File: config.mk
export PLATFORM = sky130hd
export DESIGN_NAME = chg_cycle_seq
export DESIGN_NICKNAME = d
export VERILOG_FILES = /design/src/rtl/chg_pkg.sv /design/src/rtl/chg_run_gate.sv /design/src/rtl/chg_blank_timer.sv /design/src/rtl/chg_safety_timer.sv /design/src/rtl/chg_cycle_seq.sv
export SDC_FILE = /design/constraint.sdc
export NUM_CORES = 1
export LEC_CHECK = 0
export ABC_CLOCK_PERIOD_IN_PS = 4300
export BUFFER_PORTS_ARGS = -buffer_cell sky130_fd_sc_hd__buf_2
export CORE_MARGIN = 10
export CORE_UTILIZATION = 66
export CTS_BUF_LIST = sky130_fd_sc_hd__clkbuf_4
export DETAILED_ROUTE_END_ITERATION = 10
export GPL_TIMING_DRIVEN = 0
export PLACE_DENSITY = 0.88
export SYNTH_ARGS = -nofsm -noshare
export SYNTH_HDL_FRONTEND = slang
export SYNTH_SLANG_ARGS = --single-unit
File: constraint.sdc
create_clock -name clk -period 4.3 [get_ports clk]
set_input_delay 0.645 -clock clk [delete_from_list [all_inputs] [get_ports clk]]
set_output_delay 0.645 -clock clk [all_outputs]
set_load 0.005 [all_outputs]
File: src/rtl/chg_pkg.sv
package chg_pkg;

    typedef enum logic [2:0] {
        ST_IDLE  = 3'd0,
        ST_PRE   = 3'd1,
        ST_FAST  = 3'd2,
        ST_DONE  = 3'd3,
        ST_FAULT = 3'd4
    } chg_state_e;

endpackage

File: src/rtl/chg_run_gate.sv
// Combines supply qualification and charge permission into one run flag.
module chg_run_gate (
    input  logic vin_uvlo_ok,
    input  logic vin_headroom_ok,
    input  logic vin_ovp,
    input  logic ce_pin,
    input  logic host_dis,
    output logic supply_ok,
    output logic run
);
    logic permit;

    always_comb begin
        supply_ok = vin_uvlo_ok & vin_headroom_ok & ~vin_ovp;
        permit    = ~ce_pin & ~host_dis;
        run       = supply_ok & permit;
    end
endmodule

File: src/rtl/chg_blank_timer.sv
// Holds the FET off for BLANK_CYCLES cycles after a trigger; a trigger restarts it.
module chg_blank_timer #(
    parameter int BLANK_CYCLES = 1000
) (
    input  logic clk,
    input  logic rst_n,
    input  logic clear,
    input  logic trigger,
    output logic active
);
    localparam int BW = $clog2(BLANK_CYCLES + 1);

    typedef struct packed {
        logic [BW-1:0] cnt;
    } blank_s;

    blank_s r_d, r_q;

    always_comb begin
        r_d = r_q;
        if (clear) begin
            r_d.cnt = '0;
        end else if (trigger) begin
            r_d.cnt = BW'(BLANK_CYCLES);
        end else if (r_q.cnt != '0) begin
            r_d.cnt = r_q.cnt - BW'(1);
        end
    end

    always_ff @(posedge clk or negedge rst_n) begin
        if (!rst_n) r_q <= '0;
        else        r_q <= r_d;
    end

    assign active = (r_q.cnt != '0);
endmodule

File: src/rtl/chg_safety_timer.sv
// Counts cycles spent in a charging phase; limit is a quarter in pre-charge.
module chg_safety_timer #(
    parameter int SAFETY_CYCLES = 36000
) (
    input  logic clk,
    input  logic rst_n,
    input  logic restart,
    input  logic count_en,
    input  logic pre_phase,
    output logic expired
);
    localparam int TW        = $clog2(SAFETY_CYCLES + 1);
    localparam int PRE_LIMIT = SAFETY_CYCLES / 4;
    localparam logic [TW-1:0] FAST_LAST = TW'(SAFETY_CYCLES - 1);
    localparam logic [TW-1:0] PRE_LAST  = TW'(PRE_LIMIT - 1);

    typedef struct packed {
        logic [TW-1:0] cnt;
    } tmr_s;

    tmr_s r_d, r_q;
    logic [TW-1:0] last;

    always_comb begin
        last    = pre_phase ? PRE_LAST : FAST_LAST;
        expired = count_en && (r_q.cnt >= last);
        r_d     = r_q;
        if (restart) begin
            r_d.cnt = '0;
        end else if (count_en && !expired) begin
            r_d.cnt = r_q.cnt + TW'(1);
        end
    end

    always_ff @(posedge clk or negedge rst_n) begin
        if (!rst_n) r_q <= '0;
        else        r_q <= r_d;
    end
endmodule

File: src/rtl/chg_cycle_seq.sv
// Charge cycle sequencer: idle -> pre/fast -> done, with safety fault and blanking.
module chg_cycle_seq
    import chg_pkg::*;
#(
    parameter int BLANK_CYCLES  = 1000,
    parameter int SAFETY_CYCLES = 36000
) (
    input  logic       clk,
    input  logic       rst_n,
    input  logic       vin_uvlo_ok,
    input  logic       vin_headroom_ok,
    input  logic       vin_ovp,
    input  logic       batt_low,
    input  logic       cv_loop_on,
    input  logic       iterm_hit,
    input  logic       dpm_limit_on,
    input  logic       thermal_reg_on,
    input  logic       ts_warm,
    input  logic       ce_pin,
    input  logic       host_dis,
    input  logic       iset_change,
    output logic       fet_en,
    output logic       fast_sel,
    output logic [2:0] state_code
);
    typedef struct packed {
        chg_state_e state;
    } seq_s;

    seq_s r_d, r_q;

    logic supply_ok;
    logic run;
    logic blank_on;
    logic blank_trig;
    logic tmr_restart;
    logic tmr_en;
    logic tmr_expired;
    logic loop_clean;
    logic term_ok;
    logic charging_q;

    chg_run_gate u_gate (
        .vin_uvlo_ok     (vin_uvlo_ok),
        .vin_headroom_ok (vin_headroom_ok),
        .vin_ovp         (vin_ovp),
        .ce_pin          (ce_pin),
        .host_dis        (host_dis),
        .supply_ok       (supply_ok),
        .run             (run)
    );

    chg_blank_timer #(.BLANK_CYCLES(BLANK_CYCLES)) u_blank (
        .clk     (clk),
        .rst_n   (rst_n),
        .clear   (!run),
        .trigger (blank_trig),
        .active  (blank_on)
    );

    chg_safety_timer #(.SAFETY_CYCLES(SAFETY_CYCLES)) u_safety (
        .clk       (clk),
        .rst_n     (rst_n),
        .restart   (tmr_restart),
        .count_en  (tmr_en),
        .pre_phase (r_q.state == ST_PRE),
        .expired   (tmr_expired)
    );

    always_comb begin
        charging_q = (r_q.state == ST_PRE) || (r_q.state == ST_FAST);
        loop_clean = !dpm_limit_on && !thermal_reg_on && !ts_warm;
        term_ok    = cv_loop_on && iterm_hit && loop_clean && !blank_on;
        tmr_en     = charging_q;

        r_d = r_q;
        unique case (r_q.state)
            ST_IDLE: begin
                if (run) r_d.state = batt_low ? ST_PRE : ST_FAST;
            end
            ST_PRE: begin
                if (tmr_expired)   r_d.state = ST_FAULT;
                else if (!batt_low) r_d.state = ST_FAST;
            end
            ST_FAST: begin
                if (term_ok)          r_d.state = ST_DONE;
                else if (tmr_expired) r_d.state = ST_FAULT;
            end
            ST_DONE:  r_d.state = ST_DONE;
            ST_FAULT: r_d.state = ST_FAULT;
            default:  r_d.state = ST_IDLE;
        endcase
        if (!run) r_d.state = ST_IDLE;

        tmr_restart = (r_d.state != r_q.state) || !run;
        blank_trig  = run && (iset_change ||
                      ((r_q.state == ST_PRE) && (r_d.state == ST_FAST)));
    end

    always_ff @(posedge clk or negedge rst_n) begin
        if (!rst_n) r_q <= '{state: ST_IDLE};
        else        r_q <= r_d;
    end

    assign fet_en     = charging_q && !blank_on && run && supply_ok;
    assign fast_sel   = (r_q.state == ST_FAST);
    assign state_code = r_q.state;
endmodule

# Yosys cells after proc, flatten, opt, wreduce, memory -nomap -nowiden
# Index checks and enable logic that the tools add are counted.
# word_totals
in_bits	14
regBits	29
out_inout_bits	5
# classes
eq_ne	7
reduce_logical	24
addsub	2
n_bitwise	7
order_cmp	1
mux	13
# op_table
cell	n
16-bit 2-to-1 mux	3
10-bit 2-to-1 mux	3
16-bit by 1-bit adder with 16-bit output, second input constant	1
16-bit greater-or-equal comparator	1
3-bit 2-to-1 mux	5
3-bit case mux with 5 select lines	1
1-bit logical AND	12
10-bit nonzero test	1
10-bit by 1-bit subtractor with 10-bit output, second input constant	1
3-bit by 2-bit equality test with 1-bit output, second input constant	3
1-bit zero test	6
1-bit AND	4
3-bit by 1-bit equality test with 1-bit output, second input constant	1
3-bit equality test, second input constant	1
3-bit zero test	1
1-bit logical OR	3
3-bit by 1-bit != test with 1-bit output, second input constant	1
3-bit != test	1
1-bit inverter	3
2-bit 2-to-1 mux	1
2-bit nonzero test	1

# Longest topological paths before layout
# depth
depth_word	14
mapped_depth	12
mapped_depth_nobuf	10

# Modules after synthesis
# A second synthesis with hierarchy kept.
# unflattened
hier_cells	216
area_unflattened_um2	2064.5
# by_module_without_submodules
mod	n_inst	area_each_um2	seq_area_each_um2	cells_per_inst
chg_safety_timer	1	1221.2	400.4	129
chg_blank_timer	1	548.0	250.2	51
chg_cycle_seq	1	275.3	75.1	33
chg_run_gate	1	20.0	0.0	3

# Worst setup path before layout
# OpenSTA, ideal clock, no wires.
# synth_path
kind	flip-flop to flip-flop
startpoint	reg r_q (netlist bit state_code[1])
endpoint	reg u_safety.r_q[15] (netlist bit)
arrival_time_ns	2.756
synth_period_minus_slack_ns	2.834
path_slack_ns	1.466
required_time_ns	4.222
stages_incl_launch_ff	12
n_path_buf	1
cell_sequence	dfrtp_1 > nand2b_1 > or2_2 > inv_1 > ha_1 > a31o_2 > a221oi_1 > o221a_1 > buf_6 > nand3_2 > or3_1 > a21oi_1
# synth_via
elab_chain_len	11
word_cells_on_any_way	21
classes_between	order compare: 1; eq/ne: 5; mux: 8; reduce/logical: 7
# synth_lines
element	line	source
start, declared	chg_cycle_seq.sv:30	seq_s r_d, r_q;
start signal, assigned	chg_cycle_seq.sv:101	if (!rst_n) r_q <= '{state: ST_IDLE};
start signal, assigned	chg_cycle_seq.sv:102	else r_q <= r_d;
3-bit by 1-bit equality test with 1-bit output	chg_cycle_seq.sv:66, chg_cycle_seq.sv:71, chg_cycle_seq.sv:77	
16-bit 2-to-1 mux	chg_safety_timer.sv:25	last = pre_phase ? PRE_LAST : FAST_LAST;
16-bit greater-or-equal comparator	chg_safety_timer.sv:26	expired = count_en && (r_q.cnt >= last);
1-bit logical AND	chg_safety_timer.sv:26	
3-bit 2-to-1 mux	chg_cycle_seq.sv:87	else if (tmr_expired) r_d.state = ST_FAULT;
3-bit 2-to-1 mux	chg_cycle_seq.sv:86	if (term_ok) r_d.state = ST_DONE;
3-bit case mux with 5 select lines	chg_cycle_seq.sv:77	unique case (r_q.state)
3-bit 2-to-1 mux	chg_cycle_seq.sv:93	if (!run) r_d.state = ST_IDLE;
3-bit != test	chg_cycle_seq.sv:95	tmr_restart = (r_d.state != r_q.state) || !run;
1-bit logical OR	chg_cycle_seq.sv:95	
16-bit 2-to-1 mux or 2-bit nonzero test (tied branches)	--	
end signal, assigned	chg_safety_timer.sv:37	else r_q <= r_d;
end, declared	chg_safety_timer.sv:21	tmr_s r_d, r_q;
# Parallel ways exist; a longest one is shown, timed or not.
# A chain may end at the register's enable or synchronous reset.

# Worst setup path in the final report
# layout_path
startpoint	reg r_q (netlist bit state_code[1])
endpoint	reg u_safety.r_q[0] (netlist bit)
# The elaborated chain is that of the path after synthesis.

==> summary.md <==
| Metric | Value |
|---|---|
| Critical Path Sink | `u_safety.r_q[0]$_DFFE_PN0P_` |
| Leakage power | `0.966 nW` |
| First-pass GRT wire length | `7190 um` |
| Post-place setup slack | `1.12 ns` |
| Clock transition at path regs | `0.11 ns` |
| Sequential area share after synthesis | `38.5%` |
| Share of layout cells above drive strength 1 | `19.1%` |
| Max-capacitance violation count | `0` |
| Average size of a mapped cell | `9.46 um^2` |
| Drt first-iter violations | `137` |
| Peak supply drop | `0.255 mV` |
| Vias | `1621` |
| Synthesis-to-finish area growth | `9.77%` |
| Port Buffer Count | `18` |
| Post-synth EDFFs | `0` |
| Unrepaired setup endpoints after global routing | `no` |
| CTS tree | `yes` |
| Core Area | `0.00273 mm^2` |
| Most frequent cells in the layout | `dfrtp_1 (29), nor2_1 (24), nand2_1 (20)` |
| Wire per inst | `16.6 um` |
| Worst setup startpoint | `state_code[1]$_DFF_PN0_` |
| R2r startpoint | `state_code[1]$_DFF_PN0_` |
| Total GRT Usage | `16.8%` |
| Crit share post-route | `74.6%` |
| Remaining DRCs | `0` |
| Vias in the first global route | `1578` |
| Nature of the critical path endpoint | `flip-flop` |
| H-tree levels | `2` |
| Largest cells by area after synthesis | `dfrtp_1 (39%), ha_1 (8.0%), xor2_1 (6.0%)` |
| First-pass DRT Iterations | `4` |
| Ys async rst share | `100%` |
| ANT cells | `0` |
| Routed WL | `4250 um` |
| Root Driver | `clkbuf_4` |
| FF-to-FF End | `u_safety.r_q[0]$_DFFE_PN0P_` |
| Rel. slew slack | `35.2%` |
| Fillcell total | `195` |
| CP Max Fanout | `10` |
| Cts bufs inserted | `5` |
| Status | `finished clean` |
| Post-DRT Antenna Nets | `0` |
| #FFs+latches synth | `29` |
| Worst hold path type | `in -> async` |
| Die width | `73.4 um` |
| Largest net degree at the start of global routing | `30` |
| Ports | `19` |
| Worst slew pin tran | `0.963 ns` |
| Max-slew violations | `0` |
| Clk Latency, worst-skew pair | `0.34 ns` |
| Non-Filler Instances | `256` |
| Required @ worst endpoint | `4.53 ns` |
| Final net count | `250` |
| # rows | `19` |
| R2r worst-path depth | `12` |
| Routed vias/inst | `6.33` |
| Synth cell types | `47` |
| Post_cts resized | `0` |
| Antenna violations before repair | `0` |
| TNS Setup | `0 ns` |
| Post-Synthesis Net Count | `225` |
| Final Core Density | `75.6%` |
| Die height | `73.4 um` |
| CTS Hold Bufs | `0` |
| Endpoints failing hold | `0` |
| Cells after Synth | `199` |
| R2R setup slack | `1.09 ns` |
| Die area | `0.00539 mm^2` |
| Deepest clock path buffer count | `2` |
| Dpl cells | `248` |
| Clock Skew | `0.0111 ns` |
| Crit path kind | `reg -> reg` |
| Initial core utilization | `68.9%` |
| Final Critical Period | `3.21 ns` |
| GP Congestion | `0.908` |
| Final Hold Slack | `0.313 ns` |
| Clk sink count | `29` |
| Worst Setup Slack, final | `1.09 ns` |
| Remaining Overflow, GRT | `0` |
| Commonest non-fill, non-tap cell in the layout | `dfrtp_1` |
| Top_reg_cell synth | `dfrtp_1` |
| Postcts setup bufs | `0` |
| Critical path startpoint category | `flip-flop` |
| Worst Path Arrival | `3.44 ns` |
| Mapped Area | `0.00188 mm^2` |
| Yosys warns | `0` |
| Top-area cell type share of the netlist area | `38.5%` |
| Synth area leader | `dfrtp_1` |
| Power density cells | `229 mW/mm^2` |
| HPWL after DPL | `3150 um` |
| F_max | `312 MHz` |
| # setup viols final | `0` |
where the power goes:
part	switching (W)	internal, W
registers	0.00000130	0.000273
logic	0.0000201	0.0000120
clock network	0.000105	0.0000615
total	0.000126	0.000347
Yosys cell counts, drive strengths merged, types with 4 or more instances:
cell type / count
buf: 4
dfrtp: 29
nand2: 21
inv: 5
xnor2: 4
or3: 4
ha: 12
nor3: 6
nand3: 10
xor2: 13
nand2b: 4
a21oi: 16
and3: 8
nor2: 25
logic make-up after synthesis:
logic type                 share of synthesized area [%]
AOI/OAI and AO/OA                                   13.8
xor gates and xnor gates                            7.91
adders and majority gates                           7.97
buffers and inverters                               3.06
DFF                                                 38.5
muxes                                               1.06
and+or+nand+nor                                     27.7
state kept, by name, indices dropped and copies added, names as in the netlist:
name and flops:
u_blank.r_q 10, state_code 3, u_safety.r_q 16
stage by stage:
stage | power (W) | area, um^2
finish | 0.000473 | 2070
global route | 0.000488 | 2070
CTS | 0.000475 | 2070
floorplan | 0.000297 | 1880
detailed placement | 0.000312 | 2010
global placement | 0.000311 | 2010
worst max-delay path, cell delays in order, from the launching register on:
cell and delay (ns):
dfrtp_1 0.47, nand2b_1 0.22, or2_2 0.36, inv_1 0.21, ha_1 0.27, a31o_2 0.25, a221oi_1 0.29, o221a_1 0.26
buf_6 0.15, buf_2 0.24, nand2_1 0.12, xor2_1 0.20, nor2_1 0.07
layout make-up:
cell class                 count  area, um^2  area share (%)
buffer                         6        38.8            1.88
clock buffer                   5        37.5            1.82
clock inverter                 3        17.5           0.847
inverter                       5        18.8           0.908
multi-input combinational    159        1100            53.2
sequential                    29         726            35.1
tap                           31        38.8            1.88
timing repair buffer          18        90.1            4.36
how the worst min path moves through the flow:
stage | endpoint | slack [ns]
after floorplan | state_code[0]$_DFF_PN0_ | 0.35
after global placement | u_safety.r_q[15]$_DFFE_PN0P_ | 0.54
after detailed placement | u_blank.r_q[8]$_DFFE_PN0P_ | 0.56
after CTS | state_code[1]$_DFF_PN0_ | 0.33
after global routing | u_blank.r_q[3]$_DFFE_PN0P_ | 0.34
final | u_blank.r_q[1]$_DFFE_PN0P_ | 0.31
per-layer routing:
metal	GRT usage, %	vias up	share of wire (%)	wire length (um)
met1	22.2	787	45	1900
met2	24.1	58	46	1960
met3	5.65	10	7.4	313
met5	0	-	0	0
li1	-	766	-	-
met4	8.07	0	1.9	80
No activity file was read; power rests on OpenSTA's default activity.
